### src/rtl/iotlb_flush_pkg.sv
package iotlb_flush_pkg;

    // Fixed register geometry
    localparam int REG_W       = 64;
    localparam int HALF_W      = 32;
    localparam int PG_SHIFT    = 12;
    localparam int TRIG_BIT    = 63;
    localparam int REQ_LSB     = 60;
    localparam int ACT_LSB     = 57;
    localparam int DOM_LSB     = 32;
    localparam int CAP_PSI_BIT = 39;
    localparam int CAP_ORD_LSB = 48;
    localparam int CAP_ORD_W   = 6;

    typedef enum logic [1:0] {
        GR_NONE   = 2'd0,
        GR_GLOBAL = 2'd1,
        GR_DOMAIN = 2'd2,
        GR_PAGE   = 2'd3
    } gran_e;

    typedef enum logic [1:0] {
        SEL_CMD     = 2'd0,
        SEL_ADDR_LO = 2'd1,
        SEL_ADDR_HI = 2'd2,
        SEL_NONE    = 2'd3
    } reg_sel_e;

    function automatic logic [REG_W-1:0] cap_word(input int max_order);
        logic [REG_W-1:0] w;
        w = '0;
        w[CAP_PSI_BIT] = 1'b1;
        w[CAP_ORD_LSB +: CAP_ORD_W] = CAP_ORD_W'(max_order);
        return w;
    endfunction

endpackage

### src/rtl/flush_regs.sv
module flush_regs
    import iotlb_flush_pkg::*;
(
    input  logic             clk,
    input  logic             rst,
    input  logic             wr_en,
    input  logic [1:0]       wr_sel,
    input  logic             wr_wide,
    input  logic [REG_W-1:0] wr_data,
    input  logic [1:0]       act_gran,
    output logic [REG_W-1:0] cmd_q,
    output logic [REG_W-1:0] addr_q
);
    localparam int N_HALF = REG_W / HALF_W;

    reg_sel_e sel;
    logic     done;
    assign sel  = reg_sel_e'(wr_sel);
    assign done = cmd_q[TRIG_BIT];

    // Command register: completion has priority and blocks new writes
    always_ff @(posedge clk) begin
        if (rst) begin
            cmd_q <= '0;
        end else if (done) begin
            cmd_q[TRIG_BIT]        <= 1'b0;
            cmd_q[ACT_LSB +: 2]    <= act_gran;
        end else if (wr_en && sel == SEL_CMD && wr_wide) begin
            cmd_q <= wr_data;
        end
    end

    // Address register, one write port per 32-bit half
    logic [N_HALF-1:0]       half_we;
    logic [HALF_W-1:0]       half_wd [N_HALF];

    always_comb begin
        half_we[0] = wr_en && sel == SEL_ADDR_LO;
        half_wd[0] = wr_data[HALF_W-1:0];
        half_we[1] = wr_en && ((sel == SEL_ADDR_LO && wr_wide) ||
                               (sel == SEL_ADDR_HI && !wr_wide));
        half_wd[1] = (sel == SEL_ADDR_LO) ? wr_data[REG_W-1:HALF_W]
                                          : wr_data[HALF_W-1:0];
    end

    for (genvar h = 0; h < N_HALF; h++) begin : g_half
        always_ff @(posedge clk) begin
            if (rst) begin
                addr_q[h*HALF_W +: HALF_W] <= '0;
            end else if (half_we[h]) begin
                addr_q[h*HALF_W +: HALF_W] <= half_wd[h];
            end
        end
    end

endmodule

### src/rtl/flush_decode.sv
module flush_decode
    import iotlb_flush_pkg::*;
#(
    parameter int DOM_W     = 16,
    parameter int GAW       = 39,
    parameter int ORD_W     = 6,
    parameter int MAX_ORDER = 9
) (
    input  logic [1:0]             req_gran,
    input  logic [DOM_W-1:0]       req_dom,
    input  logic [GAW-1:PG_SHIFT]  page_num,
    input  logic [ORD_W-1:0]       mask_ord,
    output gran_e                  act_gran,
    output logic [DOM_W-1:0]       out_dom,
    output logic [GAW-1:0]         out_addr,
    output logic [ORD_W-1:0]       out_ord
);
    localparam logic [ORD_W-1:0] ORD_LIMIT = ORD_W'(MAX_ORDER);

    always_comb begin
        act_gran = GR_NONE;
        out_dom  = '0;
        out_addr = '0;
        out_ord  = '0;
        case (gran_e'(req_gran))
            GR_GLOBAL: act_gran = GR_GLOBAL;
            GR_DOMAIN: begin
                act_gran = GR_DOMAIN;
                out_dom  = req_dom;
            end
            GR_PAGE: begin
                if (mask_ord <= ORD_LIMIT) begin
                    act_gran = GR_PAGE;
                    out_dom  = req_dom;
                    out_addr = {page_num, {PG_SHIFT{1'b0}}};
                    out_ord  = mask_ord;
                end
            end
            default: act_gran = GR_NONE;
        endcase
    end

endmodule

### src/rtl/iotlb_flush_ctrl.sv
module iotlb_flush_ctrl
    import iotlb_flush_pkg::*;
#(
    parameter int DOM_W     = 16,
    parameter int GAW       = 39,
    parameter int ORD_W     = 6,
    parameter int MAX_ORDER = 9
) (
    input  logic             clk,
    input  logic             rst,
    input  logic             wr_en,
    input  logic [1:0]       wr_sel,
    input  logic             wr_wide,
    input  logic [63:0]      wr_data,
    output logic             cmd_valid,
    output logic [1:0]       cmd_kind,
    output logic [DOM_W-1:0] cmd_domain,
    output logic [GAW-1:0]   cmd_addr,
    output logic [ORD_W-1:0] cmd_order,
    output logic [63:0]      inv_reg_q,
    output logic [63:0]      iva_reg_q,
    output logic [63:0]      cap_reg_q
);
    gran_e              dec_act;
    logic [DOM_W-1:0]   dec_dom;
    logic [GAW-1:0]     dec_addr;
    logic [ORD_W-1:0]   dec_ord;
    logic               busy;

    assign busy      = inv_reg_q[TRIG_BIT];
    assign cap_reg_q = cap_word(MAX_ORDER);

    flush_regs u_regs (
        .clk      (clk),
        .rst      (rst),
        .wr_en    (wr_en),
        .wr_sel   (wr_sel),
        .wr_wide  (wr_wide),
        .wr_data  (wr_data),
        .act_gran (dec_act),
        .cmd_q    (inv_reg_q),
        .addr_q   (iva_reg_q)
    );

    flush_decode #(
        .DOM_W     (DOM_W),
        .GAW       (GAW),
        .ORD_W     (ORD_W),
        .MAX_ORDER (MAX_ORDER)
    ) u_dec (
        .req_gran (inv_reg_q[REQ_LSB +: 2]),
        .req_dom  (inv_reg_q[DOM_LSB +: DOM_W]),
        .page_num (iva_reg_q[GAW-1:PG_SHIFT]),
        .mask_ord (iva_reg_q[ORD_W-1:0]),
        .act_gran (dec_act),
        .out_dom  (dec_dom),
        .out_addr (dec_addr),
        .out_ord  (dec_ord)
    );

    // Command strobe, issued on the same edge that completes the request
    always_ff @(posedge clk) begin
        if (rst) begin
            cmd_valid  <= 1'b0;
            cmd_kind   <= '0;
            cmd_domain <= '0;
            cmd_addr   <= '0;
            cmd_order  <= '0;
        end else begin
            cmd_valid <= busy && dec_act != GR_NONE;
            if (busy && dec_act != GR_NONE) begin
                cmd_kind   <= dec_act;
                cmd_domain <= dec_dom;
                cmd_addr   <= dec_addr;
                cmd_order  <= dec_ord;
            end
        end
    end

endmodule

### config.mk
export PLATFORM = sky130hd
export DESIGN_NAME = iotlb_flush_ctrl
export DESIGN_NICKNAME = d
export VERILOG_FILES = /design/src/rtl/iotlb_flush_pkg.sv /design/src/rtl/flush_regs.sv /design/src/rtl/flush_decode.sv /design/src/rtl/iotlb_flush_ctrl.sv
export SDC_FILE = /design/constraint.sdc
export NUM_CORES = 1
export LEC_CHECK = 0
export BUFFER_PORTS_ARGS = -buffer_cell sky130_fd_sc_hd__buf_4
export CAP_MARGIN = 20
export CORE_AREA = 2 2 129 131
export CTS_CLUSTER_DIAMETER = 80
export CTS_CLUSTER_SIZE = 24
export DETAILED_ROUTE_END_ITERATION = 8
export DIE_AREA = 0 0 131 133
export PLACE_DENSITY = 0.79
export SETUP_SLACK_MARGIN = 0.4
export SLEW_MARGIN = 20
export SYNTH_ARGS = -nofsm -noshare
export SYNTH_HDL_FRONTEND = slang
export SYNTH_SLANG_ARGS = --single-unit
### constraint.sdc
create_clock -name clk -period 2.15 [get_ports clk]
set_input_delay 0.1075 -clock clk [delete_from_list [all_inputs] [get_ports clk]]
set_output_delay 0.1075 -clock clk [all_outputs]
set_load 0.005 [all_outputs]
==> reports/qor.yml, run 1 <==
start_kind: "flip-flop"
post-synth-top-area-fraction: 0.4853
fin_tns_setup_ps: 0
ant_nets: 0
grt_pass1_vias: 6481
clkTransAtPathRegs_ps: 70
synth_top_area_cell: "dfxtp_1"
hold_ws_ps: 59.18
hpwl_mm: 16.24
synth_flop_cell: "dfxtp_1"
ys_top_cells_by_area: "dfxtp_1, buf_4, a21oi_1, mux2i_1, nand3_1"
cp_slowest_cell: "buf_4"
ir_drop_mv: 0.5139
synth_edf_count: 0
finalNetCount: 1156
vias_per_cell: 5.320
finalHoldViolCount: 0
dr.pass1.iters: 5
min_path_cells: 3
power.total_uw: 7243
drc_errors: 0
criticalPathCategory: "flip-flop to flip-flop"
async_flop_share: 0
p_leak_uw: 0.004507
ios: 326
clkSinkCount: 180
crit_buf_inv: 1
layout_common_cells: "buf_4, dfxtp_1, a21oi_1"
first_iter_violations: 529
r2r-end: "cmd_addr[13]"
timing.rr.start: "u_regs.addr_q[4]"
worstPathMaxFanout: 28
grt_overflow_total: 0
critPathRequiredTime_ps: 2520
worstMarginPinSlew_ps: 813.4
period_minus_slack_ps: 1638
fp-row-count: 47
cts-buffers-inserted: 17
hold_class: "input pin to flip-flop"
synth_seq_cells: 180
grt_max_degree: 77
crit_path_max_incr_delay_ps: 370
portBuffers: 249
fin_crit_sh: 0.7620
fillCellCount: 1329
layout_commonest_cell: "buf_4"
fin_util: 0.6400
grt_pass1_wl_mm: 36.34
finalMaxSlewViolations: 0
end_kind: "flip-flop"
syn_avg_cell_area_sq_um: 9.168
initial_utilization: 0.4592
min-delay-start: "wr_data[58]"
worst_clock_skew_ps: 10.14
cap_violations: 0
cts_tree: "built"
postCtsSetupBuffers: 0
status: "finished, final reports clean"
fmax_ghz: 0.6104
ff2ff_setup_slack_ps: 510
path_cells: "or2_1, nor4_4, buf_4, a22o_2"
vias: 7022
drive_gt1_frac: 0.2912
seq_area_frac_synth: 0.4853
synthDistinctLibCells: 47
cts_root_buf: "clkbuf_16"
drt_wl_total_mm: 24.22
critPathTopFamily: "simple AND/OR/NAND/NOR gates"
p_per_area_nw_per_um2: 699.8
arrival_ps: 2010
gr-usage-all-layers: 0.2694
fp.dieW_microns: 131
relSlewSlack: 0.4577
finalSetupViolations: 0
yosys_warnings: 0
synthesis.area_sq_um: 7426
htreeDepth: 4
netlist_instances: 810
gp_congestion: 0.8209
wl_per_cell_microns: 18.35
coreArea_sq_um: 16170
cts_buffer_depth: 2
ff2ff_path_depth: 4
rsz0062_at_grt: "no"
antenna_found_initial: 1
die_area_sq_um: 17420
min_to: "u_regs.cmd_q[58]"
area_growth_pct: 39.38
die_h_microns: 133
clk_latency_ps: 420
-- how the worst max path moves through the flow --
stage	startpoint	to	slack, ps	cells after the start
final	u_regs.addr_q[4]	cmd_addr[13]	510	4
after global placement	wr_wide	u_regs.addr_q[58]	370	4
after detailed placement	wr_sel[1]	u_regs.addr_q[33]	530	5
after global routing	u_regs.addr_q[4]	cmd_addr[13]	480	4
after CTS	u_regs.cmd_q[61]	cmd_addr[27]	520	4
after floorplan	u_regs.addr_q[4]	cmd_addr[18]	610	5
-- worst reg2reg max path, cell delays in order (launching register included) --
cell	delay, ps
dfxtp_1	340
or2_1	340
nor4_4	300
buf_4	370
a22o_2	240
-- where the power goes --
group / total (uW) / switching, uW / leakage [uW] / internal (uW)
Sequential: 3480 / 62.2 / 0.00146 / 3420
Combinational: 776 / 398 / 0.00277 / 378
Clock: 2990 / 1350 / 0.000278 / 1640
-- metal layers --
metal	vias to the layer above	track usage	share of wire
met3	45	0.07400	0.082
met5	-	0	0
met4	0	0.1022	0.028
met1	3325	0.3226	0.39
met2	361	0.4562	0.50
li1	3291	-	-
-- registers in the layout, indices dropped and copies added, names as in the netlist --
signal and flops:
cmd_addr 27, cmd_domain 16, cmd_kind 2, cmd_order 6
cmd_valid 1, u_regs.addr_q 64, u_regs.cmd_q 64
-- area by class of cell --
type | count | area [sq um] | share of cell area
inverters | 4 | 15.01 | 0.001451
multi-input cells | 547 | 3171 | 0.3063
repair buffers | 336 | 2715 | 0.2623
well taps | 220 | 275.3 | 0.02660
clock buffers | 19 | 442.9 | 0.04280
clock inverters | 13 | 122.6 | 0.01185
diodes | 1 | 2.502 | 0.0002418
flip-flops and latches | 180 | 3606 | 0.3484
-- synthesized netlist by cell type (3+ instances only) --
master,count
a211oi_1,33
a21oi_1,95
a22o_1,35
a22o_2,8
a31oi_1,3
a32o_1,3
buf_1,3
buf_2,9
buf_4,76
buf_6,7
clkbuf_1,54
clkbuf_8,4
dfxtp_1,180
inv_1,3
mux2i_1,32
nand2_1,67
nand3_1,64
nor2_1,4
nor3_1,34
o21ai_0,62
-- per-stage QoR --
stage / setup WS, ps / cells / instance area [sq um]
finish: 511.6 / 1320 / 10350
global route: 478.7 / 1320 / 10350
CTS: 521.0 / 1319 / 10350
detailed placement: 531.2 / 1220 / 9110
global placement: 374.9 / 1220 / 9110
floorplan: 614.8 / 884 / 7704
-- cell families after synthesis --
family                 after synthesis  synth area share
buffers and inverters              157            0.1318
other                                2          0.001011
multiplexers                        33           0.04465
AND/OR/NAND/NOR                    188            0.1247
AO/OA/AOI/OAI                      250            0.2126
flip-flops                         180            0.4853
-- repair_timing --
item | in CTS | in global routing
resized for setup | 0 | 1
hold buffers | 67 | 0
hold endpoints to repair | 95 | 0
endpoints found under the setup margin | 0 | 22
(Power assumes the default switching activity.)
==> inputs of run 2 (changes only) <==
Settings changed: CORE_AREA 2 2 129 131 to 2 2 135 137, DIE_AREA 0 0 131 133 to 0 0 137 139, PLACE_DENSITY 0.79 to 0.76.
Clock period 2.15 ns to 1.5 ns, I/O delays scaled along.
==> run 2 against run 1 <==
- register-to-register slack got worse by 470 ps
- clock skew decreased by 3.0 ps
- sequential share of layout area decreased by 5.3 points
- sequential power increased by 43%
- critical path depth unchanged
- routed wire length increased by 19%
- final cell count increased by 4.5%
- power increased by 50%
- setup slack got worse by 470 ps
- global-route usage decreased by 0.64 points
- largest power group unchanged
- highest routed layer unchanged
==> reports/qor.yml, run 2 (same netlist as run 1, synthesis figures left out) <==
fin_area_sq_um: 12290  # +19%
drive_gt1_frac: 0.4778  # +0.1867
worstMarginPinSlew_ps: 760.8  # -52.66 ps
crit_start: "u_regs.addr_q[4]"
grt_overflow_total: 0  # unchanged
end_kind: "flip-flop"
rsz0062_at_grt: "yes"
vias: 7716  # +9.9%
finalNetCount: 1208  # +4.5%
relSlewSlack: 0.4928  # +0.03511
cts_root_buf: "clkbuf_16"
min_path_cells: 3  # unchanged
arrival_ps: 1770  # -240 ps
die_area_sq_um: 19040  # +9.3%
clkTransAtPathRegs_ps: 70  # about the same
drt_wl_total_mm: 28.77  # +19%
htreeDepth: 4  # unchanged
hold_ws_ps: 57.81  # -1.367 ps
dr.pass1.iters: 5  # unchanged
first_iter_violations: 623  # +18%
ant_nets: 0  # unchanged
portBuffers: 249  # unchanged
coreArea_sq_um: 17660  # +9.2%
layout_common_cells: "buf_4, dfxtp_1, conb_1"
initial_utilization: 0.4206  # -0.03862
ir_drop_mv: 0.7464  # +45%
fp.dieW_microns: 137  # +4.6%
wl_per_cell_microns: 20.85  # +14%
critPathRequiredTime_ps: 1810  # -710 ps
fin_tns_setup_ps: 0  # unchanged
clk_latency_ps: 420  # about the same
gp_congestion: 0.8067  # -1.7%
fmax_ghz: 0.6850  # +12%
clkSinkCount: 180  # unchanged
status: "finished, final reports clean"
antenna_found_initial: 0  # -1
grt_max_degree: 85  # +10%
grt_pass1_wl_mm: 38.99  # +7.3%
fillCellCount: 1241  # -6.6%
p_leak_uw: 0.005031  # +12%
finalSetupViolations: 0  # unchanged
criticalPathCategory: "flip-flop to flip-flop"
reg_top3: "u_regs.addr_q: 64 flops, u_regs.cmd_q: 64 flops, cmd_addr: 27 flops"
gr-usage-all-layers: 0.2630  # -0.006423
finalMaxSlewViolations: 0  # unchanged
critPathTopFamily: "compound AO/OA/AOI/OAI gates"
path_cells: "o211ai_1, a31oi_4, buf_12, a22o_2"
fp-row-count: 49  # +4.3%
drc_errors: 0  # unchanged
p_per_area_nw_per_um2: 882.3  # +26%
cts_tree: "built"
hold_class: "input pin to flip-flop"
crit_buf_inv: 1  # unchanged
hpwl_mm: 15.86  # -2.3%
grt_pass1_vias: 7070  # +9.1%
cap_violations: 0  # unchanged
crit_path_max_incr_delay_ps: 360  # about the same
cp_slowest_cell: "dfxtp_4"
cp.depth: 4  # unchanged
ff2ff_path_depth: 4  # unchanged
start_kind: "flip-flop"
crit_end: "cmd_addr[17]"
worst_clock_skew_ps: 7.182  # -2.962 ps
vias_per_cell: 5.591  # +5.1%
diodes: 0  # -1
layout_commonest_cell: "buf_4"
cts_buffer_depth: 2  # unchanged
period_minus_slack_ps: 1460  # -178.6 ps
ios: 326  # unchanged
finalHoldViolCount: 0  # unchanged
fin_crit_sh: 0.9732  # +0.2111
r2r-end: "cmd_addr[17]"
worstPathMaxFanout: 29  # +3.6%
cts-buffers-inserted: 17  # unchanged
ff2ff_setup_slack_ps: 40  # -470 ps
area_growth_pct: 65.54
placed_area_sq_um: 9488  # +4.1%
timing.rr.start: "u_regs.addr_q[4]"
die_h_microns: 139  # +4.5%
## run 2: cell types whose count changed in the layout (fill, tap and decap cells not counted), moves of 21 or more
cell and change:
a211oi_2 +31, a211oi_1 -31, o21ai_0 -32, nand3_2 +36, a21oi_2 +54, nand3_1 -63, o21ai_1 +25, buf_6 +21
nand3_4 +27, a21oi_1 -55
## run 2: cell type report
cell class	instances	area, sq um	share of cell area
clock inverters	11	125.1	0.01018
inverters	4	41.29	0.003359
repair buffers	387	3562	0.2898
well taps	229	286.5	0.02331
repair inverters	1	16.27	0.001323
multi-input cells	547	4161	0.3385
flip-flops and latches	180	3630	0.2953
clock buffers	21	470.5	0.03827
## run 2: where the power goes
group          internal (uW)  switching, uW  leakage (uW)
clock                   2600           1900      0.000290
combinational            645            716       0.00328
sequential              4890           93.9       0.00146
total                   8130           2710       0.00503
## run 2: worst min path at each step
stage | start | endpoint | slack, ps
3_3_place_gp | wr_data[3] | u_regs.addr_q[3] | 340
5_1_grt | rst | u_regs.cmd_q[58] | 70
3_5_place_dp | wr_data[3] | u_regs.addr_q[3] | 350
4_1_cts | rst | u_regs.cmd_q[58] | 30
6_report | rst | u_regs.cmd_q[58] | 60
2_1_floorplan | wr_data[5] | u_regs.addr_q[5] | 200
## run 2: per-stage QoR
step                power (uW)  utilization  setup slack, ps  instances
finish                   10850       0.6962            40.23       1380
global route             11230       0.6962            12.79       1380
CTS                      10750       0.6397            67.75       1366
detailed placement        6115       0.5373            47.71       1241
global placement          6096       0.5373            81.40       1241
floorplan                 5740            -            43.05        884
## run 2: repair_timing
action | CTS | global route
hold buffers | 64 | 0
endpoints found under the setup margin | 109 | 120
gates resized for setup | 75 | 178
endpoints found under the hold margin | 96 | 0
pin swaps | 35 | 96
buffers inserted | 21 | 7
cloned | 8 | 7
## run 2: metal layers
layer	global-route usage	up-vias	part of all wire
met4	0.1101	0	0.042
met1	0.3358	3738	0.39
met5	0	-	0
li1	-	3414	-
met2	0.4294	458	0.49
met3	0.05336	106	0.079
## run 2: worst register-to-register path: cells and delay by family, from the launching register on
| family | cells | cell delay (ps) |
|---|---|---|
| AOI/OAI and AO/OA | 3 | 810 |
| buffers and inverters | 1 | 200 |
| DFF | 1 | 360 |
==> inputs of run 3 (changes only) <==
Settings changed: CELL_PAD_IN_SITES_DETAIL_PLACEMENT set to 0, CELL_PAD_IN_SITES_GLOBAL_PLACEMENT set to 1, CORE_AREA 2 2 135 137 to 2 2 158 160, DIE_AREA 0 0 137 139 to 0 0 160 162, PLACE_DENSITY 0.76 to unset, PLACE_DENSITY_LB_ADDON set to 0.1, SLEW_MARGIN 20 to unset.
==> run 3 against run 2 <==
- first-iteration DRC count is 31% lower
- final area is 3.0% higher
- worst hold slack better by 44 ps
- combinational power hardly changed
- die area is 36% higher
- core utilization is 17 points lower
- setup slack better by 22 ps
- clock power is 0.9% higher
- clock skew is 2.9 ps higher
- highest routed layer unchanged
==> reports/qor.yml, run 3 (same netlist as run 1, synthesis figures left out) <==
status: "finished, final reports clean"
vias_per_cell: 4.934  # -12%
grt_overflow_total: 0  # unchanged
period_minus_slack_ps: 1438  # -21.93 ps
hpwl_mm: 18.00  # +14%
cts_root_buf: "clkbuf_16"
finalNetCount: 1211  # +0.25%
area_growth_pct: 70.51
layout_common_cells: "buf_4, dfxtp_1, conb_1"
drive_gt1_frac: 0.4861  # +0.008290
fp-row-count: 57  # +16%
wl_per_cell_microns: 19.93  # -4.4%
criticalPathCategory: "flip-flop to flip-flop"
end_kind: "flip-flop"
p_leak_uw: 0.005119  # +1.8%
die_h_microns: 162  # +17%
cts-buffers-inserted: 17  # unchanged
p_sw_frac: 0.2695  # +0.01941
internal_power_uw: 7967  # -2.0%
ff2ff_setup_slack_ps: 60  # +20 ps
vias: 7293  # -5.5%
finalMaxSlewViolations: 0  # unchanged
min-delay-start: "rst"
arrival_ps: 1760  # about the same
worstPathMaxFanout: 18  # -38%
seqPwrFrac: 0.456  # -0.004
p_per_area_nw_per_um2: 861.3  # -2.4%
first_iter_violations: 427  # -31%
fin_crit_sh: 0.9586  # -0.01462
ff2ff_path_depth: 4  # unchanged
cts_buffer_depth: 2  # unchanged
worstMarginPinSlew_ps: 812.5  # +51.77 ps
finalSetupViolations: 0  # unchanged
ant_nets: 0  # unchanged
hold_class: "input pin to flip-flop"
r2r-end: "cmd_addr[38]"
layout_commonest_cell: "buf_4"
cap_violations: 0  # unchanged
fin_area_sq_um: 12660  # +3.0%
ir_drop_mv: 0.6072  # -19%
drt_wl_total_mm: 29.46  # +2.4%
ios: 326  # unchanged
antenna_found_initial: 0  # unchanged
fin_tns_setup_ps: 0  # unchanged
fmax_ghz: 0.6955  # +1.5%
clkTransAtPathRegs_ps: 80  # about the same
coreArea_sq_um: 24110  # +37%
p_comb_frac: 0.127  # +0.002
gr-usage-all-layers: 0.2083  # -0.05467
fp.dieW_microns: 160  # +17%
critPathRequiredTime_ps: 1830  # +20 ps
drc_errors: 0  # unchanged
die_area_sq_um: 25920  # +36%
gp_congestion: 0.7388  # -8.4%
grt_max_degree: 102  # +20%
finalHoldViolCount: 0  # unchanged
cts_tree: "built"
diodes: 0  # unchanged
portBuffers: 249  # unchanged
dr.pass1.iters: 4  # -1
rsz0062_at_grt: "yes"
timing.rr.start: "u_regs.addr_q[1]"
reg_top3: "u_regs.addr_q: 64 flops, u_regs.cmd_q: 64 flops, cmd_addr: 27 flops"
start_kind: "flip-flop"
min_path_cells: 3  # unchanged
p_sw_uw: 2940  # +8.4%
hold_ws_ps: 102.0  # +44.16 ps
relSlewSlack: 0.4583  # -0.03451
clkSinkCount: 180  # unchanged
initial_utilization: 0.3081  # -0.1125
grt_pass1_wl_mm: 41.94  # +7.6%
grt_pass1_vias: 6927  # -2.0%
min_to: "cmd_domain[0]"
htreeDepth: 4  # unchanged
clock_power_share: 0.416  # about the same
clk_latency_ps: 430  # about the same
placed_area_sq_um: 9649  # +1.7%
worst_clock_skew_ps: 10.06  # +2.879 ps
-- run 3: changes by cell type in the layout (fill, tap and decap cells not counted), moves of 3 or more --
| cell | delta |
|---|---|
| buf_16 | +3 |
| o21ai_0 | -7 |
| o21ai_1 | -3 |
| buf_6 | -3 |
| nand3_4 | +13 |
| inv_8 | +4 |
| o21ai_4 | -3 |
| nand3_2 | -13 |
| buf_12 | +14 |
| buf_8 | -9 |
| inv_6 | +3 |
| o21ai_2 | +13 |
-- run 3: how the worst max path moves through the flow --
stage	from	end	slack [ps]	depth (start not counted)
detailed placement	u_regs.addr_q[2]	cmd_addr[29]	50	4
CTS	u_regs.addr_q[2]	cmd_addr[27]	90	5
global placement	u_regs.addr_q[2]	cmd_addr[38]	80	4
finish	u_regs.addr_q[1]	cmd_addr[38]	60	4
floorplan	u_regs.addr_q[5]	cmd_domain[10]	40	5
global route	u_regs.addr_q[2]	cmd_addr[33]	10	5
-- run 3: cell type report --
type	instances	area, sq um
fillers	2288	11440
inverters	4	41.29
flip-flops and latches	180	3631
clock buffers	19	442.9
well taps	324	405.4
multi-input cells	547	4259
repair inverters	1	16.27
clock inverters	13	140.1
repair buffers	390	3726
-- run 3: power groups by stage --
stage                     Combinational (uW)  Sequential [uW]  Clock (uW)
after floorplan                          657             5080           0
after global placement                  1060             5090           0
after detailed placement                1060             5090           0
after CTS                               1270             4980        4640
after global routing                    1490             4990        4840
final                                   1390             4980        4540
-- run 3: metal layers --
layer,GRT usage,part of all wire
met1,0.2807,0.45
met2,0.3388,0.48
met3,0.04775,0.058
met4,0.05242,0.011
met5,0,0
-- run 3: per-stage QoR --
| stage | util | setup WS, ps | power [uW] | std cells |
|---|---|---|---|---|
| detailed placement | 0.4003 | 48.56 | 6150 | 1340 |
| CTS | 0.4883 | 87.18 | 10890 | 1467 |
| global route | 0.5253 | 13.44 | 11320 | 1478 |
| global placement | 0.4003 | 79.38 | 6150 | 1340 |
| finish | 0.5253 | 62.16 | 10910 | 1478 |
| floorplan | - | 43.05 | 5740 | 884 |
-- run 3: what timing repair did --
item                       CTS  global route
setup endpoints to repair  117           125
hold buffers                65             0
hold endpoints to repair    98             0
cloned                       9             7
pin swaps                   59            86
buffers inserted            21             4
gates resized for setup    132           140
-- run 3: critical path: stages (launching register included) --
cell       delay, ps
dfxtp_4          370
o2111ai_2        270
a31oi_4          210
buf_12           220
a22o_2           260
